==> src/rtl/spi_evt_pkg.sv <==
package spi_evt_pkg;
  typedef enum logic [1:0] {
    SEL_EVENT  = 2'd0,
    SEL_MASK   = 2'd1,
    SEL_STATUS = 2'd2,
    SEL_CMD    = 2'd3
  } reg_sel_e;

  localparam int EV_TX_UNDER = 5;

  localparam int CMD_RX_CLR = 0;
  localparam int CMD_TX_CLR = 1;
  localparam int CMD_START  = 2;
  localparam int CMD_W      = 3;

  localparam int ST_W = 6;

  function automatic logic [ST_W-1:0] pack_status(
    input logic pend, input logic rdy,
    input logic te, input logic tf,
    input logic re, input logic rf);
    return {rf, re, tf, te, rdy, pend};
  endfunction
endpackage

==> src/rtl/spi_evt_bank.sv <==
module spi_evt_bank #(
  parameter int N_EVT = 9
) (
  input  logic             clk,
  input  logic             rst_n,
  input  logic [N_EVT-1:0] pulse_i,
  input  logic [N_EVT-1:0] clr_i,
  output logic [N_EVT-1:0] evt_o
);
  logic [N_EVT-1:0] evt_q;

  for (genvar i = 0; i < N_EVT; i++) begin : g_bit
    always_ff @(posedge clk) begin
      if (!rst_n)          evt_q[i] <= 1'b0;
      else if (pulse_i[i]) evt_q[i] <= 1'b1;
      else if (clr_i[i])   evt_q[i] <= 1'b0;
    end

    // a set flag persists while no clear is written
    a_r2_sticky: assert property (@(posedge clk) disable iff (!rst_n)
      (evt_q[i] && !clr_i[i]) |=> evt_q[i]);
    // a clear without a pulse empties the bit
    a_r3_w1c: assert property (@(posedge clk) disable iff (!rst_n)
      (clr_i[i] && !pulse_i[i]) |=> !evt_q[i]);
    // a pulse always leaves the bit set
    a_r4_pulse_wins: assert property (@(posedge clk) disable iff (!rst_n)
      pulse_i[i] |=> evt_q[i]);
  end

  assign evt_o = evt_q;
endmodule

==> src/rtl/spi_irq_gen.sv <==
module spi_irq_gen #(
  parameter int N_EVT = 9
) (
  input  logic             clk,
  input  logic             rst_n,
  input  logic             mask_wr,
  input  logic [N_EVT-1:0] mask_wdata,
  input  logic [N_EVT-1:0] evt_i,
  output logic [N_EVT-1:0] mask_o,
  output logic             pend_o,
  output logic             irq_o
);
  logic [N_EVT-1:0] mask_q;
  logic             irq_q;
  logic             live_any;

  function automatic logic unmasked_any(input logic [N_EVT-1:0] ev,
                                        input logic [N_EVT-1:0] mk);
    return |(ev & ~mk);
  endfunction

  always_ff @(posedge clk) begin
    if (!rst_n)       mask_q <= '1;
    else if (mask_wr) mask_q <= mask_wdata;
  end

  assign live_any = unmasked_any(evt_i, mask_q);

  always_ff @(posedge clk) begin
    if (!rst_n) irq_q <= 1'b0;
    else        irq_q <= live_any;
  end

  assign mask_o = mask_q;
  assign pend_o = live_any;
  assign irq_o  = irq_q;

  // a fully masked unit keeps the line quiet
  a_r5_all_masked: assert property (@(posedge clk) disable iff (!rst_n)
    ((&mask_q) && $past(&mask_q)) |-> !irq_q);
  // the line falls only after the pending summary has dropped
  a_r7_fall_late: assert property (@(posedge clk) disable iff (!rst_n)
    $fell(irq_q) |-> !$past(live_any));
endmodule

==> src/rtl/spi_cmd_ctl.sv <==
module spi_cmd_ctl
  import spi_evt_pkg::*;
(
  input  logic             clk,
  input  logic             rst_n,
  input  logic             cmd_wr,
  input  logic [CMD_W-1:0] cmd_wdata,
  input  logic             rx_ack,
  input  logic             tx_ack,
  output logic             rx_req,
  output logic             tx_req,
  output logic             start_o
);
  logic rx_set, tx_set, start_set;
  logic rx_pend, tx_pend, start_q;

  assign rx_set    = cmd_wr && cmd_wdata[CMD_RX_CLR];
  assign tx_set    = cmd_wr && cmd_wdata[CMD_TX_CLR];
  assign start_set = cmd_wr && cmd_wdata[CMD_START];

  always_ff @(posedge clk) begin
    if (!rst_n) begin
      rx_pend <= 1'b0;
      tx_pend <= 1'b0;
      start_q <= 1'b0;
    end else begin
      if (rx_set)      rx_pend <= 1'b1;
      else if (rx_ack) rx_pend <= 1'b0;
      if (tx_set)      tx_pend <= 1'b1;
      else if (tx_ack) tx_pend <= 1'b0;
      start_q <= start_set;
    end
  end

  assign rx_req  = rx_pend;
  assign tx_req  = tx_pend;
  assign start_o = start_q;

  // a request is held until acknowledged
  a_r9_rx_hold: assert property (@(posedge clk) disable iff (!rst_n)
    (rx_pend && !rx_ack) |=> rx_pend);
  a_r9_tx_hold: assert property (@(posedge clk) disable iff (!rst_n)
    (tx_pend && !tx_ack) |=> tx_pend);
  // every start pulse is caused by a start write one cycle before
  a_r10_start_cause: assert property (@(posedge clk) disable iff (!rst_n)
    start_q |-> $past(start_set));
endmodule

==> src/rtl/spi_evt_irq_unit.sv <==
module spi_evt_irq_unit
  import spi_evt_pkg::*;
#(
  parameter int N_EVT = 9
) (
  input  logic             clk,
  input  logic             rst_n,
  input  logic             reg_wr,
  input  logic [1:0]       reg_addr,
  input  logic [N_EVT-1:0] reg_wdata,
  output logic [N_EVT-1:0] reg_rdata,
  input  logic [N_EVT-1:0] evt_pulse,
  input  logic             eng_ready,
  input  logic             txf_empty,
  input  logic             txf_full,
  input  logic             rxf_empty,
  input  logic             rxf_full,
  input  logic             rxf_clr_ack,
  input  logic             txf_clr_ack,
  output logic             rxf_clr_req,
  output logic             txf_clr_req,
  output logic             xfer_start,
  output logic             irq
);
  localparam int PAD_ST  = N_EVT - ST_W;
  localparam int PAD_CMD = N_EVT - CMD_W;

  logic             wr_event, wr_mask, wr_cmd;
  logic [N_EVT-1:0] evt_clr;
  logic [N_EVT-1:0] evt_q, mask_q;
  logic             pend;
  logic [ST_W-1:0]  status;

  assign wr_event = reg_wr && (reg_addr == SEL_EVENT);
  assign wr_mask  = reg_wr && (reg_addr == SEL_MASK);
  assign wr_cmd   = reg_wr && (reg_addr == SEL_CMD);
  assign evt_clr  = wr_event ? reg_wdata : '0;

  spi_evt_bank #(.N_EVT(N_EVT)) u_bank (
    .clk(clk), .rst_n(rst_n), .pulse_i(evt_pulse), .clr_i(evt_clr),
    .evt_o(evt_q));

  spi_irq_gen #(.N_EVT(N_EVT)) u_irq (
    .clk(clk), .rst_n(rst_n), .mask_wr(wr_mask), .mask_wdata(reg_wdata),
    .evt_i(evt_q), .mask_o(mask_q), .pend_o(pend), .irq_o(irq));

  spi_cmd_ctl u_cmd (
    .clk(clk), .rst_n(rst_n), .cmd_wr(wr_cmd),
    .cmd_wdata(reg_wdata[CMD_W-1:0]), .rx_ack(rxf_clr_ack),
    .tx_ack(txf_clr_ack), .rx_req(rxf_clr_req), .tx_req(txf_clr_req),
    .start_o(xfer_start));

  assign status = pack_status(pend, eng_ready, txf_empty, txf_full,
                              rxf_empty, rxf_full);

  always_comb begin
    unique case (reg_sel_e'(reg_addr))
      SEL_EVENT:  reg_rdata = evt_q;
      SEL_MASK:   reg_rdata = mask_q;
      SEL_STATUS: reg_rdata = {{PAD_ST{1'b0}}, status};
      default:    reg_rdata = {{PAD_CMD{1'b0}}, 1'b0, txf_clr_req, rxf_clr_req};
    endcase
  end

  // an unmasked pending event is followed by the interrupt next cycle
  a_r7_rise: assert property (@(posedge clk) disable iff (!rst_n)
    pend |=> irq);
  // a mask write is what it reads back next cycle
  a_r11_mask_load: assert property (@(posedge clk) disable iff (!rst_n)
    wr_mask |=> (mask_q == $past(reg_wdata)));
endmodule

==> config.mk <==
export PLATFORM = sky130hd
export DESIGN_NAME = spi_evt_irq_unit
export DESIGN_NICKNAME = d
export VERILOG_FILES = /design/src/rtl/spi_evt_pkg.sv /design/src/rtl/spi_evt_bank.sv /design/src/rtl/spi_irq_gen.sv /design/src/rtl/spi_cmd_ctl.sv /design/src/rtl/spi_evt_irq_unit.sv
export SDC_FILE = /design/constraint.sdc
export NUM_CORES = 1
export LEC_CHECK = 0
export BUFFER_PORTS_ARGS = -buffer_cell sky130_fd_sc_hd__buf_2
export CORE_MARGIN = 4
export CORE_UTILIZATION = 40
export DETAILED_ROUTE_END_ITERATION = 8
export PLACE_DENSITY = 0.71
export SYNTH_ARGS = -nofsm -noshare
export SYNTH_HDL_FRONTEND = slang
export SYNTH_SLANG_ARGS = --single-unit
==> constraint.sdc <==
create_clock -name clk -period 1.6 [get_ports clk]
set_input_delay 0.32 -clock clk [delete_from_list [all_inputs] [get_ports clk]]
set_output_delay 0.32 -clock clk [all_outputs]
set_load 0.02 [all_outputs]
==> results.json <==
{
  "cts.sinks": 22,
  "setup_ws_ns": -0.6334,
  "num_vias": 1044,
  "die_x_um": 58.62,
  "hold_path_class": "in -> reg",
  "synth_cells": 119,
  "fp-row-count": 18,
  "drc": 0,
  "yosysWarnings": 0,
  "skew_ns": 0.005192,
  "drive_above_1_share_pct": 43.72,
  "critical_path_class": "reg -> out",
  "wirelength_met1_um": 1235,
  "synthesis.area_um2": 1025,
  "critPathMaxFanout": 2,
  "drt-initial-drc-count": 30,
  "wl_met3_um": 195,
  "grt_setup_unrepaired": "true",
  "synth_area_per_cell_um2": 8.611,
  "regArea_um2": 446.7,
  "total_power_mw": 1.184,
  "synth-seq-cells": 22,
  "postLayoutCellArea_um2": 1480,
  "critical-path-max-stage-delay_ns": 0.49,
  "multi_input_area_um2": 545.5,
  "outcome": "complete, but fails checks",
  "fmax_mhz": 447.7,
  "portBuffers": 42,
  "critPathCaptureType": "output port",
  "crit_buf_inv": 2,
  "die_area_um2": 3436,
  "grt_pass1_vias": 1050,
  "max_cap_viol_count": 0,
  "start_util_pct": 41.74,
  "antenna_found_initial": 0,
  "worstPathRequired_ns": 1.28,
  "setup_tns_ns": -0.6335,
  "worstMarginPinSlew_ns": 0.3684,
  "gp_congestion": 0.7702,
  "fin_crit_ns": 2.233,
  "die_height_um": 58.62,
  "fin_util_pct": 60.30,
  "synth_area_leaders": "dfxtp_1 (43%), nand2_1 (8.8%), mux2i_1 (6.8%)",
  "crit_chain": "inv_2, a222oi_1, o2111ai_1, mux4_2, buf_6",
  "min_period_over_period_pct": 139.6,
  "ys_seq_area_share_pct": 42.98,
  "wl_per_cell_um": 13.42,
  "nNetsFinal": 214,
  "vias_per_cell": 4.901,
  "h-tree-depth": 1,
  "crit_family": "compound AO/OA/AOI/OAI gates",
  "io_pins": 43,
  "slew_headroom_pct": 75.44,
  "leakage_nw": 0.7373,
  "power.density_nw_per_um2": 800.1,
  "worstSetupStartpointType": "flip-flop",
  "clk_pin_slew_ns": 0.12,
  "hpwlAfterDp_um": 2169,
  "postCtsHoldBufs": 0,
  "cts_tree": "done",
  "diodes": 0,
  "final.fill_count": 218,
  "synth_top_area_share_pct": 42.98,
  "crit_arrival_ns": 1.91,
  "synth_top_cell_by_area": "dfxtp_1",
  "synth_cell_types": 24,
  "drt_first_pass_iters": 4,
  "drt_wl_total_um": 2859,
  "syn2layout_area_growth_pct": 44.44,
  "maxSlewViolCount": 0,
  "dpl_cell_area_um2": 1390,
  "grt_max_degree": 23,
  "final-setup-viol-count": 2,
  "ir_worst_vdd_v": 0.0006173,
  "cts-root-buf": "clkbuf_4",
  "grt_overflow": 0,
  "core_um2": 2455,
  "grt_pass1_wl_um": 4623,
  "cp_slowest_cell": "mux4_2",
  "cts_made_buffers": 3,
  "grt.total_usage_pct": 17.71,
  "clockBufferDepth": 2,
  "clk_latency_ns": 0.30,
  "dr_wl_met2_um": 1392,
  "highest_layer": "met4",
  "failed_checks": "negative setup slack",
  "hold_violations": 0,
  "synthesis.nets": 149,
  "ant_nets": 0
}
metrics by stage:
stage	setup slack (ns)	cells	hold WS [ns]
floorplan	-0.02354	119	0.4438
global placement	-0.2460	204	0.4721
detailed placement	-0.3168	204	0.4846
CTS	-0.6801	210	0.2004
global route	-0.7376	213	0.2002
finish	-0.6334	213	0.2113
cell type report:
type	instances	area share, %
inverters	5	1.268
clock buffers	4	2.451
repair buffers	65	26.71
flip-flops and latches	22	30.18
multi-input cells	87	36.86
well taps	30	2.536
flip-flops by register name, indices dropped and copies added (netlist names):
| signal | flops |
|---|---|
| u_cmd.tx_req | 1 |
| u_irq.irq_o | 1 |
| u_cmd.start_o | 1 |
| u_cmd.rx_req | 1 |
| u_bank.evt_o | 9 |
| u_irq.mask_o | 9 |
Yosys cell counts:
| cell type | instances |
|---|---|
| o21a_1 | 4 |
| a21oi_1 | 9 |
| o211ai_1 | 3 |
| nand3_1 | 6 |
| nand2_1 | 24 |
| nor2_1 | 3 |
| and3_1 | 2 |
| nand3b_1 | 1 |
| inv_1 | 5 |
| mux4_2 | 2 |
| o2111ai_1 | 1 |
| and3b_1 | 1 |
| dfxtp_1 | 22 |
| a222oi_1 | 1 |
| nor3b_2 | 1 |
| a21boi_0 | 2 |
| o2111a_1 | 1 |
| nor2b_1 | 10 |
| and2_2 | 1 |
| buf_2 | 1 |
| clkbuf_1 | 4 |
| mux2i_1 | 7 |
| o21ai_0 | 4 |
| nand2b_1 | 4 |
logic make-up (layout without fill, tap and decap cells):
group	after synthesis	count (layout)	share of synthesized area, %
flip-flops	22	22	42.98
multiplexers	9	9	11.23
buffers and inverters	10	74	3.784
AO/OA/AOI/OAI	25	25	15.87
AND/OR/NAND/NOR	53	53	26.13
worst register-to-register path, delay by kind of cell (launching register included):
| kind | cells | cell delay (ns) |
|---|---|---|
| compound gates | 2 | 0.58 |
| buf+inv | 1 | 0.04 |
| flops | 1 | 0.35 |
| simple gates | 1 | 0.23 |
layer usage:
metal  track usage (%)  up-vias
met4             7.120        0
li1                  -      540
met1             22.67      464
met3             3.509        4
met2             29.19       36
met5                 0        -
cell usage in the layout (no fill, tap or decap):
cell type and n:
mux4_2 2, mux2i_1 7, o21ai_0 3, nor3b_2 1, nand2_1 24, dfxtp_1 17, nand3b_1 1, a222oi_1 1
and3b_1 1, o2111a_1 1, o21ai_1 1, buf_2 40, and3_1 2, o211ai_1 3, nand2b_1 4, buf_6 2
o21a_1 4, buf_4 23, inv_2 2, nor2b_1 10, a21oi_1 9, o2111ai_1 1, dfxtp_2 5, and2_2 1
a21boi_0 2, nand3_1 6, clkbuf_4 3, clkbuf_8 1, nor2_1 3, inv_1 3
power breakdown:
group | switching [mW] | total (mW) | internal [mW] | leakage [nW]
registers | 0.0171 | 0.598 | 0.581 | 0.181
clock network | 0.164 | 0.303 | 0.139 | 0.0210
logic | 0.139 | 0.283 | 0.144 | 0.535
total | 0.320 | 1.18 | 0.864 | 0.737
repair_timing:
item,CTS,global route
setup endpoints to repair,2,3
pin swaps,2,2
setup buffers,2,3
gates resized for setup,3,6
hold endpoints to repair,0,0
worst paths after layout:
path / startpoint / end / slack [ns] / depth (start not counted)
worst max register to register: u_irq.mask_o[7] / u_irq.irq_o / 0.31 / 4
worst min register to register: u_irq.mask_o[1] / u_irq.mask_o[1] / 0.50 / 2
worst min-delay path: evt_pulse[5] / u_bank.evt_o[5] / 0.21 / 2
worst max-delay path: u_irq.mask_o[7] / reg_rdata[0] / -0.63 / 5
No activity file was read; power rests on OpenSTA's default activity.
